[src/rtl/prcfg_pkg.sv]
`timescale 1ns/1ps
package prcfg_pkg;

    localparam logic [31:0] SYNC_WORD = 32'hAA99_5566;
    localparam int          LEN_W     = 16;

    typedef enum logic [2:0] {
        ST_HUNT,
        ST_HOLD,
        ST_HDR,
        ST_LEN_HI,
        ST_LEN_LO,
        ST_PAY,
        ST_CSUM,
        ST_DONE
    } ld_state_e;

    typedef struct packed {
        logic [3:0] region;
        logic [3:0] module_id;
    } hdr_t;

    function automatic logic sync_match(input logic [23:0] hist, input logic [7:0] b);
        return {hist, b} == SYNC_WORD;
    endfunction

endpackage

[src/rtl/prcfg_parser.sv]
`timescale 1ns/1ps
module prcfg_parser
    import prcfg_pkg::*;
#(
    parameter logic [3:0] REGION_ID = 4'h3,
    parameter int         NUM_MOD   = 4,
    parameter int         MOD_W     = 2
) (
    input  logic             clk,
    input  logic             rst,
    input  logic             in_valid,
    input  logic [7:0]       in_data,
    output logic             in_ready,
    output logic             busy,
    output logic             commit,
    output logic [MOD_W-1:0] commit_mod,
    output logic             err
);

    ld_state_e        state;
    logic [23:0]      hist;
    logic             hold_cnt;
    hdr_t             hdr_q;
    logic [LEN_W-1:0] remain;
    logic [7:0]       csum;

    logic accept, sync_hit, loading, early, hdr_bad, abort;

    always_comb begin
        in_ready = !(state == ST_HOLD || state == ST_DONE);
        busy     = (state != ST_HUNT);
        accept   = in_valid && in_ready;
        sync_hit = accept && sync_match(hist, in_data);
        loading  = (state == ST_HDR) || (state == ST_LEN_HI) || (state == ST_LEN_LO) ||
                   (state == ST_PAY) || (state == ST_CSUM);
        early    = sync_hit && loading;
        hdr_bad  = (in_data[7:4] != REGION_ID) || (int'(in_data[3:0]) >= NUM_MOD);
        abort    = accept && (early ||
                              (state == ST_HDR  && hdr_bad) ||
                              (state == ST_CSUM && in_data != csum));
        commit   = accept && (state == ST_CSUM) && !early && (in_data == csum);
        commit_mod = hdr_q.module_id[MOD_W-1:0];
    end

    always_ff @(posedge clk) begin
        if (rst) begin
            state    <= ST_HUNT;
            hist     <= '0;
            hold_cnt <= 1'b0;
            hdr_q    <= '0;
            remain   <= '0;
            csum     <= '0;
            err      <= 1'b0;
        end else begin
            err <= 1'b0;
            if (accept) begin
                if ((state == ST_HUNT && sync_hit) || abort || commit)
                    hist <= '0;
                else
                    hist <= {hist[15:0], in_data};
            end
            if (abort) begin
                state <= ST_DONE;
                err   <= 1'b1;
            end else begin
                unique case (state)
                    ST_HUNT: if (sync_hit) begin
                        state    <= ST_HOLD;
                        hold_cnt <= 1'b0;
                    end
                    ST_HOLD: begin
                        if (hold_cnt) state <= ST_HDR;
                        hold_cnt <= 1'b1;
                    end
                    ST_HDR: if (accept) begin
                        hdr_q <= hdr_t'(in_data);
                        csum  <= in_data;
                        state <= ST_LEN_HI;
                    end
                    ST_LEN_HI: if (accept) begin
                        remain[15:8] <= in_data;
                        csum         <= csum ^ in_data;
                        state        <= ST_LEN_LO;
                    end
                    ST_LEN_LO: if (accept) begin
                        remain[7:0] <= in_data;
                        csum        <= csum ^ in_data;
                        state       <= ({remain[15:8], in_data} == '0) ? ST_CSUM : ST_PAY;
                    end
                    ST_PAY: if (accept) begin
                        remain <= remain - 1'b1;
                        csum   <= csum ^ in_data;
                        if (remain == LEN_W'(1)) state <= ST_CSUM;
                    end
                    ST_CSUM: if (commit) state <= ST_DONE;
                    ST_DONE: state <= ST_HUNT;
                    default: state <= ST_HUNT;
                endcase
            end
        end
    end

    // ready held low across the two cycles after sync detection
    p_hold_first_r7: assert property (@(posedge clk) disable iff (rst)
        $rose(busy) |-> !in_ready);
    p_hold_second_r7: assert property (@(posedge clk) disable iff (rst)
        $rose(busy) |=> !in_ready);
    // busy lasts exactly one cycle beyond a commit or abort
    p_busy_tail_r6: assert property (@(posedge clk) disable iff (rst)
        (commit || abort) |=> (busy ##1 !busy));

endmodule

[src/rtl/prcfg_region_iso.sv]
`timescale 1ns/1ps
module prcfg_region_iso #(
    parameter int                NUM_MOD = 4,
    parameter int                DATA_W  = 16,
    parameter int                MOD_W   = 2,
    parameter logic [DATA_W-1:0] PAT_A   = 16'hDEAD,
    parameter logic [DATA_W-1:0] PAT_B   = 16'hBEEF
) (
    input  logic                      clk,
    input  logic                      rst,
    input  logic                      busy,
    input  logic [MOD_W-1:0]          sel,
    input  logic [NUM_MOD*DATA_W-1:0] mod_dout,
    output logic [DATA_W-1:0]         region_dout
);

    logic [DATA_W-1:0] slice [NUM_MOD];
    logic              phase;

    for (genvar g = 0; g < NUM_MOD; g++) begin : g_slice
        assign slice[g] = mod_dout[g*DATA_W +: DATA_W];
    end

    always_ff @(posedge clk) begin
        if (rst || !busy) phase <= 1'b0;
        else              phase <= ~phase;
    end

    always_comb begin
        if (busy) region_dout = phase ? PAT_B : PAT_A;
        else      region_dout = slice[sel];
    end

    // first busy cycle shows the first pattern, then it changes every clock
    p_first_pat_r8: assert property (@(posedge clk) disable iff (rst)
        $rose(busy) |-> region_dout == PAT_A);
    p_alternate_r8: assert property (@(posedge clk) disable iff (rst)
        (busy && $past(busy)) |-> region_dout != $past(region_dout));

endmodule

[src/rtl/prcfg_port.sv]
`timescale 1ns/1ps
module prcfg_port #(
    parameter logic [3:0] REGION_ID = 4'h3,
    parameter int         NUM_MOD   = 4,
    parameter int         DATA_W    = 16,
    parameter int         RESET_MOD = 0,
    parameter int         MOD_W     = (NUM_MOD > 1) ? $clog2(NUM_MOD) : 1
) (
    input  logic                      clk,
    input  logic                      rst,
    input  logic                      cfg_valid,
    input  logic [7:0]                cfg_data,
    output logic                      cfg_ready,
    input  logic [NUM_MOD*DATA_W-1:0] mod_dout,
    output logic [DATA_W-1:0]         region_dout,
    output logic [MOD_W-1:0]          active_mod,
    output logic                      load_busy,
    output logic                      load_err
);

    logic             commit;
    logic [MOD_W-1:0] commit_mod;

    prcfg_parser #(
        .REGION_ID (REGION_ID),
        .NUM_MOD   (NUM_MOD),
        .MOD_W     (MOD_W)
    ) parser_i (
        .clk        (clk),
        .rst        (rst),
        .in_valid   (cfg_valid),
        .in_data    (cfg_data),
        .in_ready   (cfg_ready),
        .busy       (load_busy),
        .commit     (commit),
        .commit_mod (commit_mod),
        .err        (load_err)
    );

    always_ff @(posedge clk) begin
        if (rst)         active_mod <= MOD_W'(RESET_MOD);
        else if (commit) active_mod <= commit_mod;
    end

    prcfg_region_iso #(
        .NUM_MOD (NUM_MOD),
        .DATA_W  (DATA_W),
        .MOD_W   (MOD_W)
    ) iso_i (
        .clk         (clk),
        .rst         (rst),
        .busy        (load_busy),
        .sel         (active_mod),
        .mod_dout    (mod_dout),
        .region_dout (region_dout)
    );

    // error pulse is one cycle wide and leaves the selection untouched
    p_err_single_r3: assert property (@(posedge clk) disable iff (rst)
        load_err |=> !load_err);
    p_keep_on_err_r3: assert property (@(posedge clk) disable iff (rst)
        load_err |-> active_mod == $past(active_mod));
    // the selection only moves at the end of a load
    p_swap_in_load_r2: assert property (@(posedge clk) disable iff (rst)
        (active_mod != $past(active_mod)) |-> load_busy);

endmodule

[config.mk]
export PLATFORM = sky130hd
export DESIGN_NAME = prcfg_port
export DESIGN_NICKNAME = d
export VERILOG_FILES = /design/src/rtl/prcfg_pkg.sv /design/src/rtl/prcfg_parser.sv /design/src/rtl/prcfg_region_iso.sv /design/src/rtl/prcfg_port.sv
export SDC_FILE = /design/constraint.sdc
export NUM_CORES = 1
export LEC_CHECK = 0
export BUFFER_PORTS_ARGS = -buffer_cell sky130_fd_sc_hd__buf_4
export CAP_MARGIN = 20
export CORE_MARGIN = 2
export CORE_UTILIZATION = 53
export DETAILED_ROUTE_END_ITERATION = 10
export HOLD_SLACK_MARGIN = 0.03
export PLACE_DENSITY = 0.81
export RECOVER_POWER = 25
export SLEW_MARGIN = 20
export SYNTH_ARGS = -nofsm -noshare
export SYNTH_HDL_FRONTEND = slang
export SYNTH_SLANG_ARGS = --single-unit
[constraint.sdc]
create_clock -name clk -period 2.8 [get_ports clk]
set_input_delay 0 -clock clk [delete_from_list [all_inputs] [get_ports clk]]
set_output_delay 0 -clock clk [all_outputs]
set_load 0.02 [all_outputs]
## Word level (Yosys, flattened, before mapping)

Cells that the tools add are included.

| storage, ports and cells | value |
|---|---|
| register bits | 58 |
| word-level logic and storage cells | 107 |
| input bits | 75 |
| output and inout bits | 21 |

| operators by class | value |
|---|---|
| $add $sub $neg | 1 |
| reduce and logical (&&, ||, !) cells | 38 |
| bitwise gates (word level) | 4 |
| magnitude comparators | 2 |
| mux-type cells | 26 |
| equality and inequality tests | 26 |

Operators by type and width:

| cell | number |
|---|---|
| 16-bit 2-to-1 mux | 4 |
| 8-bit case mux with 2 select lines | 3 |
| 16-bit binary-select mux with 2-bit select | 1 |
| 32-bit equality test, second input constant | 1 |
| 3-bit 2-to-1 mux | 9 |
| 24-bit 2-to-1 mux | 1 |
| 3-bit case mux with 8 select lines | 1 |
| 3-bit by 1-bit != test with 1-bit output, second input constant | 7 |
| 16-bit by 1-bit equality test with 1-bit output, second input constant | 1 |
| 16-bit logical NOT | 1 |
| 8-bit 2-to-1 mux | 2 |
| 16-bit by 1-bit subtractor with 16-bit output, second input constant | 1 |
| 15-bit 2-to-1 mux | 1 |
| 3-bit equality test, second input constant | 4 |
| 2-bit by 1-bit != test with 1-bit output, second input constant | 6 |
| 4-bit AND reduction | 3 |
| 1-bit logical OR | 11 |
| 1-bit logical AND | 10 |
| 8-bit equality test | 1 |
| 8-bit != test | 1 |
| 8-bit AND reduction | 1 |
| 2-bit nonzero test | 4 |
| 8-bit bitwise XOR | 1 |
| 3-bit by 2-bit equality test with 1-bit output, second input constant | 2 |
| 15 further kinds | 20 |

## Longest topological paths before layout

Gate-level depths: netlist of run 1.

| logic depth | value |
|---|---|
| word-level depth | 12 |
| mapped depth | 9 |
| mapped depth without buffers | 7 |

## Hierarchy

Synthesis of run 1 repeated with hierarchy kept, for this count alone.

| unflattened totals | value |
|---|---|
| cells, all modules | 445 |
| area total of the unflattened synthesis | 3,862.5 sq um |

By module, submodules not included:

| module | instances | cells each | area each (sq um) | seq. area each (sq um) |
|---|---|---|---|---|
| prcfg_parser | 1 | 389 | 3,218.1 | 1,101.1 |
| prcfg_region_iso | 1 | 50 | 576.8 | 20.0 |
| prcfg_port | 1 | 6 | 67.6 | 40.0 |

## Worst setup path after synthesis of run 1

Ideal clock, no wire load.

| timing | value |
|---|---|
| kind | register to output |
| from | register active_mod[0] |
| to | output region_dout[14] |
| data required time | 2.800 ns |
| buffers on the path | 2 |
| slack | 0.592 ns |
| arrival time | 2.208 ns |
| stages on the path, launching flop included | 5 |
| path through | dfxtp_1 > clkbuf_1 > buf_1 > mux4_2 > o21a_1 |

| on the way | value |
|---|---|
| word-level cells in the longest chain between the ends | 5 |

RTL lines:

| what | RTL line | text |
|---|---|---|
| start: declaration | prcfg_port.sv:16 | `output logic [MOD_W-1:0] active_mod,` |
| start signal: assignment | prcfg_port.sv:41 | `if (rst) active_mod <= MOD_W'(RESET_MOD);` |
| start signal: assignment | prcfg_port.sv:42 | `else if (commit) active_mod <= commit_mod;` |
| 2-bit NOT with 3-bit output (implied by the code) | prcfg_region_iso.sv:31 | `else region_dout = slice[sel];` |
| 16-bit binary-select mux with 2-bit select | prcfg_region_iso.sv:31 |  |
| 16-bit 2-to-1 mux (implied by the code) (2 in a row) | prcfg_region_iso.sv:31 |  |
| 16-bit 2-to-1 mux | prcfg_region_iso.sv:30 | `if (busy) region_dout = phase ? PAT_B : PAT_A;` |
| end: declaration | prcfg_port.sv:15 | `output logic [DATA_W-1:0] region_dout,` |

No other way between the ends. The select of a mux whose other input is x is not followed.

## Worst setup path in the final report of run 1

| timing | value |
|---|---|
| from | input cfg_data[0] |
| to | register parser_i.hist[1] |

| on the way | value |
|---|---|
| word-level cells in the longest chain between the ends | 9 |
| elaborated cells between the ends (all ways) | 19 |
| those cells by class | 1 x order compare; 3 x eq/ne; 1 x mux; 14 x reduce/logical |

RTL lines:

| what | RTL line | text |
|---|---|---|
| start: declaration | prcfg_port.sv:12 | `input logic [7:0] cfg_data,` |
| 4-bit by 3-bit greater-or-equal comparator with 1-bit output or 32-bit equality test (tied branches) | prcfg_parser.sv:37, prcfg_pkg.sv:24 |  |
| 1-bit logical OR or 1-bit logical AND (tied branches) | prcfg_parser.sv:37, prcfg_parser.sv:33 |  |
| 1-bit logical AND (on tied branches) | prcfg_parser.sv:39, prcfg_parser.sv:36 |  |
| 1-bit logical OR | prcfg_parser.sv:38 | `abort = accept && (early \|\|` |
| 1-bit logical OR | prcfg_parser.sv:39 | `(state == ST_HDR && hdr_bad) \|\|` |
| 1-bit logical AND | prcfg_parser.sv:38 |  |
| 1-bit logical OR | prcfg_parser.sv:57 | `if ((state == ST_HUNT && sync_hit) \|\| abort \|\| commit)` |
| 1-bit logical OR (*) | prcfg_parser.sv:57 |  |
| 24-bit 2-to-1 mux (*) | prcfg_parser.sv:57 |  |
| end signal: assignment | prcfg_parser.sv:60 | `hist <= {hist[15:0], in_data};` |
| end: declaration | prcfg_parser.sv:21 | `logic [23:0] hist;` |

Every way passes the cells marked *; elsewhere a longest branch is shown, timed or not.
A chain may end at the register's enable or synchronous reset.

==> results.ini, run 1 <==
[hold_path]
hold_path.class=primary input to flip-flop
min_path_cells=2

[logic_synthesis]
yosysUniqueCellTypes=54
synth_top_family_by_area=compound AO/OA/AOI/OAI gates
synth-xor-area-share_pct=1.988
yosys-top-cells-count=dfxtp_1 (58), nor2_1 (33), a21oi_1 (27)
synth-main-ff-cell=dfxtp_1
yosys.area.top_type_share_pct=32.94
synth_edf_count=0
syn_nets=467
ys_ff_latch=58
synthMuxAreaShare_pct=13.92
netlist_top_cells_area=dfxtp_1 (33%), mux4_2 (10%), a22o_1 (5.5%)
synthAdderAreaFrac_pct=0.7100
synth_cells=390
synth_most_common_cell=dfxtp_1
synthSimpleGateAreaFrac_pct=22.01
synth_area_sq_um=3525
async_flop_share_pct=0
seq_area_frac_synth_pct=32.94
yosysTopAreaCell=dfxtp_1
synth_warnings=0
synth-compound-area-share_pct=22.26
synth_area_per_cell_sq_um=9.038

[sta]
slew_violations=0
period_share_pct=93.18
worst_pin_slew_ps=987.7
fmax_mhz=383.3
fin_skew_ps=9.436
hold_viol_final=0
min_period_ps=2609
max-slew-margin-rel_pct=33.59
rsz0062_at_grt=false
setup_viol=0
timing.final.ws_setup_ps=191.1

[die]
io_pins=96
die_area_sq_um=7319
fp.coreArea_sq_um=6386
fp-row-count=29
die_width_microns=85.55
initial_core_util_pct=55.19
die_h_microns=85.55

[place]
pre_cts_ws_ps=-51.52
place_congestion=0.8833
port_buffers=95
dp_hpwl_mm=6.831

[setup_path]
start_kind=primary input
r2r_cells=6
cp_max_fo=12
arrival_ps=2900
criticalPathCategory=primary input to flip-flop
required_ps=3090
end_kind=flip-flop

[power_and_ir_drop]
internal-power_uw=2123
p_leak_uw=0.001837
clkPwrFrac_pct=31.9
p_sw_share_pct=36.37
combPwrFrac_pct=38.6
peakVddDrop_mv=0.5119
p_seq_share_pct=29.6
p_sw_uw=1213
p_total_uw=3337
powerDensity_nw_per_um2=732.4

[detailed_routing]
drc_errors=0
first_iter_violations=254
vias=3435
vias_per_cell=6.123
routedWlPerCell_microns=17.34
ant_nets=0
first_pass_iters=5
wl_mm=9.726

[global_route]
grt_max_degree=48
gr-total-overflow=0
grt_pass1_wl_mm=16.04
grt_pass1_vias=3375
gr-usage-all-layers_pct=27.74
antenna_found_initial=0

[cts]
cts.sinks=58
ctsRootBufferMaster=clkbuf_8
cts_buffers=9
clock_path_buffers=2
htreeDepth=3
clk_pin_slew_ps=70
clock_latency_ps=350
cts_tree=done

[layout]
drive_gt1_share_pct=28.51
area_delta_synth_final_pct=29.25
final_util_pct=71.34
nNetsFinal=556
antenna_cells=0

[run]
maxCapViolCount=0

[status]
status=complete, no violations

-- metrics by stage --
step | cell area (sq um) | TNS [ps] | hold slack (ps) | std cells
floorplan | 3525 | 0 | 132.6 | 390
global placement | 4223 | 0 | 303.9 | 535
detailed placement | 4223 | -740.6 | 313.3 | 535
CTS | 4601 | 0 | 74.72 | 561
global route | 4556 | 0 | 109.7 | 561
finish | 4556 | 0 | 93.31 | 561
-- final timing paths --
check	slack, ps	to	from
max	190	parser_i.hist[1]$_SDFFE_PP0P_	cfg_data[0]
min	90	parser_i.remain[1]$_SDFFE_PP0P_	rst
max reg2reg	270	parser_i.hist[1]$_SDFFE_PP0P_	parser_i.hist[12]$_SDFFE_PP0P_
min reg2reg	440	iso_i.phase$_SDFF_PP0_	iso_i.phase$_SDFF_PP0_
-- critical path: stages --
cell and delay, ps:
dlygate4sd3_1 540, buf_4 180, or4_1 610, nor4_4 350, a21oi_1 180, and3_4 230, nor4_4 550, a22o_2 260
-- logic make-up after synthesis --
| kind of cell | after synthesis |
|---|---|
| compound gates | 112 |
| xor+xnor | 8 |
| fa+ha+maj | 2 |
| buf+inv | 47 |
| flops | 58 |
| mux | 29 |
| simple gates | 134 |
-- repair_timing --
| item | CTS | global route |
|---|---|---|
| endpoints found under the hold margin | 17 | 0 |
| resized for setup | 0 | 1 |
| pin swaps | 1 | 0 |
| gates cloned | 1 | 0 |
| setup endpoints to repair | 24 | 12 |
| setup buffers | 0 | 0 |
| hold buffers | 9 | 0 |
-- layer usage --
layer / part of all wire, % / track usage (%) / up-vias
met5: 0 / 0 / -
met4: 1.9 / 10.97 / 0
met3: 6.3 / 5.775 / 22
met2: 51 / 46.88 / 140
met1: 41 / 34.79 / 1650
li1: - / - / 1623
-- power groups by stage --
stage | Sequential [uW] | Clock, uW | Combinational (uW)
global route | 996 | 1110 | 1390
finish | 986 | 1060 | 1290
CTS | 985 | 1070 | 1360
detailed placement | 1000 | 0 | 1320
global placement | 996 | 0 | 1300
floorplan | 979 | 0 | 874
-- flip-flops by register name, summed over array words and instances (netlist names) --
signal and cells:
active_mod 2, iso_i.phase 1, parser_i.commit_mod 2, parser_i.csum 8
parser_i.err 1, parser_i.hist 24, parser_i.hold_cnt 1, parser_i.remain 16
parser_i.state 3
-- layout make-up --
| cell class | count | area [sq um] |
|---|---|---|
| Multi-Input combinational cell | 286 | 2163 |
| Fill cell | 506 | 1831 |
| Sequential cell | 58 | 1161 |
| Timing Repair Buffer | 111 | 810.8 |
| Clock buffer | 10 | 137.6 |
| Clock inverter | 6 | 137.6 |
| Tap cell | 77 | 96.34 |
| Inverter | 13 | 48.80 |
-- placed cells by master (no fill, tap or decap), types with 3 or more instances in the layout --
cell           synthesis  routed
nand2_1               21      21
o21a_1                 9       9
dlygate4sd3_1          0       9
nor4_1                 3       3
o32ai_1                9       9
and2_1                 5       5
a22o_2                 4       4
mux2i_1               13      13
mux4_2                16      16
or2_2                  3       3
dfxtp_1               58      58
xnor2_1                8       8
nor3_1                 8       8
nand4_1                4       4
nand3_1                9       9
or4bb_1                4       4
clkbuf_8               0      10
bufinv_16              0       4
nor2_1                33      33
nor2b_1                4       4
o31ai_1                4       4
inv_1                 13      13
a21oi_1               27      27
nor4_4                 3       4
buf_4                  1      90
clkbuf_1              21      12
a22o_1                22      22
nand2b_1              22      22
o21ai_0               20      20
Power figures use the tool's default switching activity.
==> run 2, diff against run 1 <==
- MAX_ROUTING_LAYER: default -> met4
==> results.ini, run 2 (synthesized netlist as in run 1, its figures left out) <==
[hold_path]
hold_path.class=primary input to flip-flop  ; unchanged
min_path_cells=2  ; unchanged
hold_path_end=parser_i.remain[1]$_SDFFE_PP0P_  ; unchanged
hp-start=rst  ; unchanged

[detailed_routing]
first_pass_iters=5  ; unchanged
met2_length_mm=5.062  ; was 4.962 mm
ant_nets=0  ; unchanged
routedWlPerCell_microns=17.39  ; was 17.34 microns
vias_per_cell=6.180  ; was 6.123
wl_met1_mm=3.975  ; was 3.965 mm
first_iter_violations=323  ; was 254
wl_met3_microns=620  ; was 609 microns
vias=3467  ; was 3435
drc_errors=0  ; unchanged
highest_layer=met4  ; unchanged
wl_mm=9.755  ; was 9.726 mm

[sta]
period_share_pct=93.70  ; was 93.18%
min_period_ps=2624  ; was 2609 ps
fin_skew_ps=8.497  ; was 9.436 ps
worst_pin_slew_ps=999.1  ; was 987.7 ps
fmax_mhz=381.2  ; was 383.3 MHz
setup_viol=0  ; unchanged
setup_tns_ps=0  ; unchanged
hold_slack_ps=97.55  ; was 93.31 ps
slew_violations=0  ; unchanged
hold_viol_final=0  ; unchanged
rsz0062_at_grt=false  ; unchanged
max-slew-margin-rel_pct=32.82  ; was 33.59%
timing.final.ws_setup_ps=176.5  ; was 191.1 ps

[setup_path]
crit_top_cell=nor4_4  ; unchanged
r2r_cells=6  ; unchanged
end_kind=flip-flop  ; unchanged
criticalPathCategory=primary input to flip-flop  ; unchanged
cp_max_fo=12  ; unchanged
cpLargestDelayFamily=simple AND/OR/NAND/NOR gates  ; unchanged
reg2reg_slack_ps=250  ; was 270 ps
start_kind=primary input  ; unchanged
arrival_ps=2920  ; was 2900 ps
crit_buf_inv=2  ; unchanged
crit_slowest_cell=or4_1  ; unchanged
timing.rr.start=parser_i.hist[12]$_SDFFE_PP0P_  ; unchanged
slowest_delay_ps=600  ; was 610 ps
r2r-end=parser_i.hist[1]$_SDFFE_PP0P_  ; unchanged
crit_chain=dlygate4sd3_1 -> buf_4 -> or4_1 -> nor4_4 -> a21oi_1 -> and3_4 -> nor4_4 -> a22o_2  ; unchanged
required_ps=3090  ; about the same

[cts]
post_cts_buffers=0  ; unchanged
htreeDepth=3  ; unchanged
clock_latency_ps=350  ; about the same
ctsRootBufferMaster=clkbuf_8  ; unchanged
clock_path_buffers=2  ; unchanged
cts_tree=done  ; unchanged
cts.sinks=58  ; unchanged
clk_pin_slew_ps=70  ; about the same
cts_buffers=9  ; unchanged

[layout]
top_register=parser_i.hist  ; unchanged
layout_common_cells=buf_4 (90), dfxtp_1 (58), nor2_1 (33)  ; unchanged
antenna_cells=0  ; unchanged
fin_area_sq_um=4556  ; unchanged
nNetsFinal=556  ; unchanged
area_delta_synth_final_pct=29.25  ; unchanged
final_common_cell=buf_4  ; unchanged
drive_gt1_share_pct=28.51  ; unchanged
largest_reg_flops=24  ; unchanged
reg_top3=parser_i.hist x24, parser_i.remain x16, parser_i.csum x8  ; unchanged
n_fill_cell=506  ; unchanged

[power_and_ir_drop]
p_total_uw=3339  ; was 3337 uW
powerDensity_nw_per_um2=733.0  ; was 732.4 nW/um^2
p_leak_uw=0.001837  ; unchanged
peakVddDrop_mv=0.5113  ; was 0.5119 mV

[place]
port_buffers=95  ; unchanged
pre_cts_ws_ps=-51.52  ; unchanged
place_congestion=0.8981  ; was 0.8833
post_dp_cell_area_sq_um=4223  ; unchanged
dp_hpwl_mm=6.831  ; unchanged

[status]
status=complete, no violations  ; unchanged

[die]
initial_core_util_pct=55.19  ; unchanged
fp.coreArea_sq_um=6386  ; unchanged
fp-row-count=29  ; unchanged
die_width_microns=85.55  ; unchanged
die_area_sq_um=7319  ; unchanged
io_pins=96  ; unchanged
die_h_microns=85.55  ; unchanged

[global_route]
gr-usage-all-layers_pct=28.61  ; was 27.74%
grt_pass1_wl_mm=16.03  ; was 16.04 mm
grt_max_degree=48  ; unchanged
antenna_found_initial=0  ; unchanged
gr-total-overflow=0  ; unchanged
grt_pass1_vias=3381  ; was 3375

[run]
maxCapViolCount=0  ; unchanged

-- run 2: cell counts in the layout (fill, tap and decap cells not counted) --
No cell type changed its count.
-- run 2: repair_timing --
item	CTS	global route
pin swaps	1	0
hold buffers	9	0
setup endpoints to repair	24	12
gates cloned	1	0
gates resized for setup	0	1
hold endpoints to repair	17	0
-- run 2: worst register-to-register path, delay by kind of cell (launching register included) --
kind,cells,cell delay [ps]
AO/OA/AOI/OAI,2,460
AND/OR/NAND/NOR,4,1670
flip-flops,1,360
-- run 2: worst max-delay path by stage --
stage,from,end,cells after the start
2_1_floorplan,active_mod[0]$_SDFFE_PP0P_,region_dout[14],4
5_1_grt,cfg_data[0],parser_i.hist[9]$_SDFFE_PP0P_,8
3_5_place_dp,parser_i.hist[12]$_SDFFE_PP0P_,parser_i.hist[0]$_SDFFE_PP0P_,6
6_report,cfg_data[0],parser_i.hist[1]$_SDFFE_PP0P_,8
3_3_place_gp,parser_i.hist[12]$_SDFFE_PP0P_,parser_i.hist[2]$_SDFFE_PP0P_,6
4_1_cts,parser_i.hist[12]$_SDFFE_PP0P_,parser_i.hist[6]$_SDFFE_PP0P_,6
-- run 2: final cells by class --
class	instances	area, sq um	area share [%]
Sequential cell	58	1161	25.49
Clock inverter	6	137.6	3.021
Timing Repair Buffer	111	810.8	17.80
Tap cell	77	96.34	2.115
Multi-Input combinational cell	286	2163	47.49
Inverter	13	48.80	1.071
Clock buffer	10	137.6	3.021
-- run 2: layer usage --
metal  GRT usage, %  vias to the layer above
met1          35.34                     1664
li1               -                     1625
met4          10.10                        0
met2          46.80                      162
met5              -                        -
met3          5.775                       16
-- run 2: where the power goes --
part | switching, uW | total (uW) | internal (uW)
registers | 69.0 | 986 | 917
logic | 793 | 1290 | 498
clock network | 354 | 1060 | 708
-- run 2: stage by stage --
step                      cells  util (%)
after floorplan             390         -
after global placement      535     66.12
after detailed placement    535     66.12
after CTS                   561     72.04
after global routing        561     71.34
final                       561     71.34
